[src/rtl/xbank_pkg.sv]
// Shared constants and power-on values for the extended bank register file.
// Assumes eight-bit bank registers and a four-bit register index.
package xbank_pkg;
    localparam int NUM_REGS = 12;
    localparam int IDX_W    = 4;
    localparam int VAL_W    = 8;

    typedef logic [VAL_W-1:0] bval_t;

    // Power-on value of bank register i.
    function automatic bval_t reg_init(input int i);
        case (i)
            0:       return 8'h00;
            1:       return 8'h02;
            2:       return 8'h04;
            3:       return 8'h05;
            4:       return 8'h06;
            5:       return 8'h07;
            6:       return 8'h00;
            7:       return 8'h01;
            8:       return 8'hFE;
            default: return 8'hFF;
        endcase
    endfunction
endpackage

[src/rtl/xbank_ctl.sv]
// Write port decoder and select register.
// Decodes CPU writes with mask $E003. The select port stores the
// register index and both swap bits. A data port hit becomes a load
// pulse for the register store.
// Assumes cpu_wr is high for one cycle per CPU write.
module xbank_ctl
    import xbank_pkg::*;
(
    input  logic             clk,
    input  logic             rst_n,
    input  logic             cpu_wr,
    input  logic [15:0]      cpu_addr,
    input  logic [7:0]       cpu_wdata,
    output logic             data_we,
    output logic [IDX_W-1:0] sel_idx,
    output logic             prg_swap,
    output logic             chr_swap
);
    localparam logic [15:0] DEC_MASK  = 16'hE003;
    localparam logic [15:0] SEL_PORT  = 16'h8000;
    localparam logic [15:0] DATA_PORT = 16'h8001;

    logic [15:0] masked;
    logic        sel_we;
    logic [7:0]  sel_q;

    // Match the masked address against the two live ports.
    always_comb begin
        masked  = cpu_addr & DEC_MASK;
        sel_we  = cpu_wr && (masked == SEL_PORT);
        data_we = cpu_wr && (masked == DATA_PORT);
    end

    // Select register: reset to zero, load on a select port write.
    always_ff @(posedge clk) begin
        if (!rst_n)      sel_q <= '0;
        else if (sel_we) sel_q <= cpu_wdata;
    end

    assign sel_idx  = sel_q[IDX_W-1:0];
    assign prg_swap = sel_q[6];
    assign chr_swap = sel_q[7];

    // a select port write lands in the select register.
    a_r2_sel_load: assert property (@(posedge clk) disable iff (!rst_n)
        (cpu_wr && ((cpu_addr & 16'hE003) == 16'h8000)) |=>
            ({chr_swap, prg_swap, sel_idx} == {$past(cpu_wdata[7:6]), $past(cpu_wdata[3:0])}));
endmodule

[src/rtl/xbank_store.sv]
// Twelve bank registers with power-on values.
// Loads the indexed register on a data pulse. An index past the last
// register loads nothing.
// Assumes data_we comes from the port decoder.
module xbank_store
    import xbank_pkg::*;
(
    input  logic                        clk,
    input  logic                        rst_n,
    input  logic                        data_we,
    input  logic [IDX_W-1:0]            sel_idx,
    input  logic [7:0]                  wdata,
    output logic [NUM_REGS-1:0][VAL_W-1:0] bank_q
);
    generate
        for (genvar i = 0; i < NUM_REGS; i++) begin : g_reg
            // One bank register: reset value, load when indexed.
            always_ff @(posedge clk) begin
                if (!rst_n)
                    bank_q[i] <= reg_init(i);
                else if (data_we && (sel_idx == IDX_W'(i)))
                    bank_q[i] <= wdata;
            end
        end
    endgenerate

    // first cycle after reset shows the power-on values.
    a_r1_reset_vals: assert property (@(posedge clk) disable iff (!rst_n)
        $past(!rst_n) |-> (bank_q[0] == 8'h00 && bank_q[1] == 8'h02 && bank_q[8] == 8'hFE
                           && bank_q[11] == 8'hFF && bank_q[7] == 8'h01));

    // a data write with an index of 12..15 changes no register.
    a_r4_high_index: assert property (@(posedge clk) disable iff (!rst_n)
        (data_we && sel_idx >= 4'd12) |=> $stable(bank_q));

    // an in-range data write is visible after the edge.
    a_r11_data_load: assert property (@(posedge clk) disable iff (!rst_n)
        (data_we && sel_idx == 4'd6) |=> (bank_q[6] == $past(wdata)));
endmodule

[src/rtl/xbank_prg_map.sv]
// Picks the 8 KiB PRG bank for the CPU window A14:A13.
// Normal mode uses registers 6/7 and the last two banks. Extended mode
// uses registers 6..9. The swap bit exchanges windows 0 and 2.
// Assumes PRG_BITS is 6 or 8. Pure combinational.
module xbank_prg_map
    import xbank_pkg::*;
#(
    parameter int PRG_BITS = 8
)(
    input  logic                        ext_mode,
    input  logic                        prg_swap,
    input  logic [1:0]                  prg_win,
    input  logic [NUM_REGS-1:0][VAL_W-1:0] bank_q,
    output logic [PRG_BITS-1:0]         prg_bank
);
    localparam logic [PRG_BITS-1:0] LAST_BANK = '1;
    localparam logic [PRG_BITS-1:0] NEXT_LAST = LAST_BANK - 1'b1;

    logic [PRG_BITS-1:0] r6, r7, r8, r9, swap_lo, swap_hi, fixed_hi;

    // Bank selection per window.
    always_comb begin
        r6 = bank_q[6][PRG_BITS-1:0];
        r7 = bank_q[7][PRG_BITS-1:0];
        r8 = bank_q[8][PRG_BITS-1:0];
        r9 = bank_q[9][PRG_BITS-1:0];
        fixed_hi = ext_mode ? r8 : NEXT_LAST;
        swap_lo  = prg_swap ? fixed_hi : r6;
        swap_hi  = prg_swap ? r6 : fixed_hi;
        case (prg_win)
            2'd0:    prg_bank = swap_lo;
            2'd1:    prg_bank = r7;
            2'd2:    prg_bank = swap_hi;
            default: prg_bank = ext_mode ? r9 : LAST_BANK;
        endcase
    end
endmodule

[src/rtl/xbank_chr_map.sv]
// Picks the 1 KiB CHR bank for PPU window A12:A10.
// The swap bit inverts A12 first. Normal mode pairs windows 0-1 and 2-3
// into 2 KiB banks that use A10 as the low bit. Extended mode gives
// every window its own register.
// Pure combinational.
module xbank_chr_map
    import xbank_pkg::*;
(
    input  logic                        ext_mode,
    input  logic                        chr_swap,
    input  logic [2:0]                  ppu_win,
    input  logic [NUM_REGS-1:0][VAL_W-1:0] bank_q,
    output logic [VAL_W-1:0]            chr_bank
);
    logic [2:0] eff;

    // Window after the A12 swap, then per-window source.
    always_comb begin
        eff = {ppu_win[2] ^ chr_swap, ppu_win[1:0]};
        case (eff)
            3'd0:    chr_bank = ext_mode ? bank_q[0]  : {bank_q[0][7:1], 1'b0};
            3'd1:    chr_bank = ext_mode ? bank_q[10] : {bank_q[0][7:1], 1'b1};
            3'd2:    chr_bank = ext_mode ? bank_q[1]  : {bank_q[1][7:1], 1'b0};
            3'd3:    chr_bank = ext_mode ? bank_q[11] : {bank_q[1][7:1], 1'b1};
            3'd4:    chr_bank = bank_q[2];
            3'd5:    chr_bank = bank_q[3];
            3'd6:    chr_bank = bank_q[4];
            default: chr_bank = bank_q[5];
        endcase
    end
endmodule

[src/rtl/xbank_regfile.sv]
// Top of the extended bank register file.
// CPU writes come in through the $8000/$8001 ports under mask $E003.
// PRG and CHR bank numbers go out with no delay for the windows given.
// Assumes ext_mode comes from an outer register that resets to 0.
module xbank_regfile
    import xbank_pkg::*;
#(
    parameter int PRG_BITS = 8
)(
    input  logic                clk,
    input  logic                rst_n,
    input  logic                cpu_wr,
    input  logic [15:0]         cpu_addr,
    input  logic [7:0]          cpu_wdata,
    input  logic                ext_mode,
    input  logic [1:0]          prg_win,
    input  logic [2:0]          ppu_win,
    output logic [PRG_BITS-1:0] prg_bank,
    output logic [7:0]          chr_bank
);
    logic                          data_we;
    logic [IDX_W-1:0]              sel_idx;
    logic                          prg_swap, chr_swap;
    logic [NUM_REGS-1:0][VAL_W-1:0] bank_q;

    xbank_ctl u_ctl (
        .clk(clk), .rst_n(rst_n), .cpu_wr(cpu_wr), .cpu_addr(cpu_addr),
        .cpu_wdata(cpu_wdata), .data_we(data_we), .sel_idx(sel_idx),
        .prg_swap(prg_swap), .chr_swap(chr_swap)
    );

    xbank_store u_store (
        .clk(clk), .rst_n(rst_n), .data_we(data_we), .sel_idx(sel_idx),
        .wdata(cpu_wdata), .bank_q(bank_q)
    );

    xbank_prg_map #(.PRG_BITS(PRG_BITS)) u_prg (
        .ext_mode(ext_mode), .prg_swap(prg_swap), .prg_win(prg_win),
        .bank_q(bank_q), .prg_bank(prg_bank)
    );

    xbank_chr_map u_chr (
        .ext_mode(ext_mode), .chr_swap(chr_swap), .ppu_win(ppu_win),
        .bank_q(bank_q), .chr_bank(chr_bank)
    );

    // writes into the $8002/$8003 holes change no state.
    a_r3_hole_write: assert property (@(posedge clk) disable iff (!rst_n)
        (cpu_wr && (((cpu_addr & 16'hE003) == 16'h8002) || ((cpu_addr & 16'hE003) == 16'h8003)))
            |=> ($stable(bank_q) && $stable(sel_idx) && $stable(prg_swap) && $stable(chr_swap)));

    // in normal mode the top CPU window is the last bank.
    a_r8_last_fixed: assert property (@(posedge clk) disable iff (!rst_n)
        (!ext_mode && prg_win == 2'b11) |-> (prg_bank == {PRG_BITS{1'b1}}));

    // in normal mode the 2 KiB halves take A10 as the low bit.
    a_r9_chr_a10: assert property (@(posedge clk) disable iff (!rst_n)
        (!ext_mode && (ppu_win[2] == chr_swap)) |-> (chr_bank[0] == ppu_win[0]));
endmodule

[config.mk]
export PLATFORM = sky130hd
export DESIGN_NAME = xbank_regfile
export DESIGN_NICKNAME = d
export VERILOG_FILES = /design/src/rtl/xbank_pkg.sv /design/src/rtl/xbank_ctl.sv /design/src/rtl/xbank_store.sv /design/src/rtl/xbank_prg_map.sv /design/src/rtl/xbank_chr_map.sv /design/src/rtl/xbank_regfile.sv
export SDC_FILE = /design/constraint.sdc
export NUM_CORES = 1
export LEC_CHECK = 0
export BUFFER_PORTS_ARGS = -buffer_cell sky130_fd_sc_hd__buf_2
export CAP_MARGIN = 20
export CELL_PAD_IN_SITES_DETAIL_PLACEMENT = 1
export CELL_PAD_IN_SITES_GLOBAL_PLACEMENT = 1
export CORE_MARGIN = 3
export CORE_UTILIZATION = 49
export DETAILED_ROUTE_END_ITERATION = 16
export PLACE_DENSITY_LB_ADDON = 0.2
export SYNTH_ARGS = -nofsm -noshare
export SYNTH_HDL_FRONTEND = slang
export SYNTH_SLANG_ARGS = --single-unit
[constraint.sdc]
create_clock -name clk -period 4.7 [get_ports clk]
set_clock_uncertainty 0.1 [all_clocks]
set_input_delay 0.94 -clock clk [delete_from_list [all_inputs] [get_ports clk]]
set_output_delay 0.94 -clock clk [all_outputs]
set_load 0.005 [all_outputs]
==> results.json <==
{
  "synth-edff-count": 0,
  "yosys.area.top_type_share": 0.434,
  "clk_latency_ns": 0.37,
  "drc": 0,
  "min_path_type": "register to register",
  "grt_setup_unrepaired": "false",
  "worstSetupPathType": "input port to primary output",
  "critPathMaxStageDelay_ns": 0.46,
  "fp.dieW_um": 104,
  "hold_viol": 0,
  "rows": 35,
  "synth_cells": 504,
  "finalSetupTns_ns": 0,
  "slowest_stage": "a2111oi_0",
  "synthTopCellsByArea": "dfxtp_1 43%, mux2i_1 15%, nand2_1 7.3%, o21ai_0 4.7%, nand3_1 3.7%",
  "layoutNonFillerInstCount": 653,
  "p_leak_nw": 2.12,
  "final_antenna_net_count": 0,
  "status": "finished clean",
  "vdd_drop_max_mv": 0.145,
  "synthesis.area_um2": 4710,
  "initial_core_util": 0.507,
  "cap_violations": 0,
  "via_per_inst": 5.85,
  "synth_cell_types": 50,
  "p_int_mw": 1.22,
  "fmax_ghz": 0.263,
  "ys_seq_area_frac": 0.434,
  "path_clk_slew_ns": 0.09,
  "finalSetupViolCount": 0,
  "critPathLaunchType": "input port",
  "syn_area_per_cell_um2": 9.34,
  "slew_violations": 0,
  "yosys_warnings": 0,
  "die_area_um2": 10800,
  "die_h_um": 104,
  "drt_wl_total_mm": 12.9,
  "whs_ns": 0.364,
  "grt_use_total": 0.246,
  "final_core_util": 0.554,
  "core_area_um2": 9280,
  "cts_hold_buf": 0,
  "grt_overflow": 0,
  "grt_pass1_vias": 3920,
  "antenna_found_initial": 0,
  "cts_made_buffers": 9,
  "worst-path-max-fanout": 23,
  "numPortBuffers": 37,
  "p_sw_frac": 0.248,
  "drt_first_pass_iters": 7,
  "root_buffer": "clkbuf_8",
  "cts_resized": 0,
  "grt_pass1_wl_mm": 21.2,
  "synthArstFlopShare": 0,
  "antenna_cells": 0,
  "critical_path_required_ns": 3.66,
  "power_density_nw_per_um2": 317,
  "nFillCells": 1074,
  "cp.arrival_ns": 2.76,
  "sequentialPowerShare": 0.532,
  "dp_hpwl_mm": 9.05,
  "via_count": 3822,
  "worst_path_most_repeated_cell": "buf_2",
  "drive_above_1_share": 0.160,
  "io_pins": 49,
  "synth_nets": 537,
  "clk_path_buf_depth": 2,
  "path_delay_family": "simple AND/OR/NAND/NOR gates",
  "initialDrtViolationCount": 189,
  "pwr-share-clk": 0.389,
  "clock-sinks": 102,
  "area_growth_pct": 9.17,
  "synth_seq_cells": 102,
  "finalWeightedCongestion": 0.794,
  "finalNetCount": 552,
  "post_cts_buffers": 0,
  "min_period_ns": 3.80,
  "cts_tree": "built",
  "synth_largest_area_cell": "dfxtp_1",
  "synthFlopType": "dfxtp_1",
  "slew_headroom": 0.384,
  "power.switching_mw": 0.404,
  "end_kind": "primary output",
  "path_cells": "buf_2 -> nand2_1 -> and3_1 -> a2111oi_0 -> a211oi_1 -> buf_2",
  "dp.cells": 637,
  "wl_per_cell_um": 19.7,
  "crit_buf_inv": 2,
  "grt_max_degree": 66,
  "fin_crit_sh": 0.808,
  "tightest_slew_ns": 0.920,
  "h-tree-depth": 3,
  "p_comb_frac": 0.079
}
sequential cells by signal (all words and copies together) (netlist names):
name            count
u_ctl.sel_q         6
u_store.bank_q     96
Yosys cell counts (2+ instances only):
cell       count
a31oi_1        6
and3b_1        3
o211ai_1       6
dfxtp_1      102
nor2_1        11
nand4_2        7
nand2b_1       2
and2_1         2
mux2_2         5
o21ai_0       44
buf_2         10
nand4_4        2
a21oi_1       10
nand2_1       91
xor2_1         2
o31ai_1        2
nand3b_1       5
o221ai_1       2
or3_1          2
nand3_1       35
inv_1          4
nand4_1        2
a211oi_1       3
buf_1          3
a2111oi_0      2
and3_1         4
nor3_1         5
buf_6          3
nor2b_1       13
mux2i_1       72
clkbuf_1      20
mux4_2         6
power by group through the flow:
| stage | Sequential [mW] | Clock [mW] | Combinational, mW |
|---|---|---|---|
| 3_3_place_gp | 0.885 | 0 | 0.127 |
| 5_1_grt | 0.866 | 0.686 | 0.141 |
| 3_5_place_dp | 0.886 | 0 | 0.128 |
| 2_1_floorplan | 0.885 | 0 | 0.0767 |
| 4_1_cts | 0.865 | 0.647 | 0.129 |
| 6_report | 0.865 | 0.633 | 0.129 |
layer usage:
metal | up-vias | wire [um] | GRT usage
met1 | 1885 | 5620 | 0.328
met2 | 98 | 6200 | 0.399
met3 | 23 | 711 | 0.0453
met4 | 0 | 322 | 0.0893
li1 | 1816 | - | -
met5 | - | 0 | 0
cell families (layout without fill, tap and decap cells):
logic type	after synthesis	in the layout	synth area share
mux	83	83	0.194
flops	102	102	0.434
simple gates	190	190	0.216
buf+inv	41	61	0.0409
compound gates	84	84	0.106
xor+xnor	4	4	0.00904
final cells by class:
type / instances / area (um2) / area share
flip-flops and latches: 102 / 2040 / 0.397
multi-input cells: 361 / 2470 / 0.481
clock inverters: 6 / 92.6 / 0.0180
repair buffers: 41 / 218 / 0.0424
clock buffers: 10 / 138 / 0.0268
inverters: 4 / 15.0 / 0.00292
well taps: 129 / 161 / 0.0314
final timing paths:
| path | from | end | slack [ns] | cells after the start |
|---|---|---|---|---|
| worst max register to register | u_ctl.sel_q[0] | u_store.bank_q[79] | 2.75 | 4 |
| worst max-delay path | ppu_win[0] | chr_bank[1] | 0.90 | 6 |
| worst min-delay path | u_store.bank_q[57] | u_store.bank_q[57] | 0.36 | 2 |
| worst min register to register | u_store.bank_q[57] | u_store.bank_q[57] | 0.36 | 2 |
per-stage QoR:
step	worst slack [ns]	area, um2	total power [mW]
detailed placement	0.931	4910	1.01
floorplan	1.73	4710	0.962
global route	0.684	5140	1.69
global placement	0.986	4910	1.01
CTS	0.922	5140	1.64
finish	0.901	5140	1.63
worst reg2reg max path: cells and delay by family, from the launching register on:
| family | cells | cell delay, ns |
|---|---|---|
| and+or+nand+nor | 3 | 0.88 |
| DFF | 1 | 0.51 |
| muxes | 1 | 0.32 |
cells in the final DEF, fill, tap and decap left out, drive strengths merged, types with 3 or more instances in the layout:
master  Yosys  final
nor3b       3      3
nand3      35     35
mux4        6      6
a211oi      3      3
dfxtp     102    102
and3b       3      3
nand2      91     91
a31oi       6      6
mux2i      72     72
o211ai      6      6
and3        4      4
inv         4      6
clkbuf     20     10
buf        17     41
nand3b      5      5
nor2       12     12
nor3        6      6
nor2b      13     13
mux2        5      5
nand4      11     11
a21oi      10     10
o21ai      44     44
(Power assumes the default switching activity.)
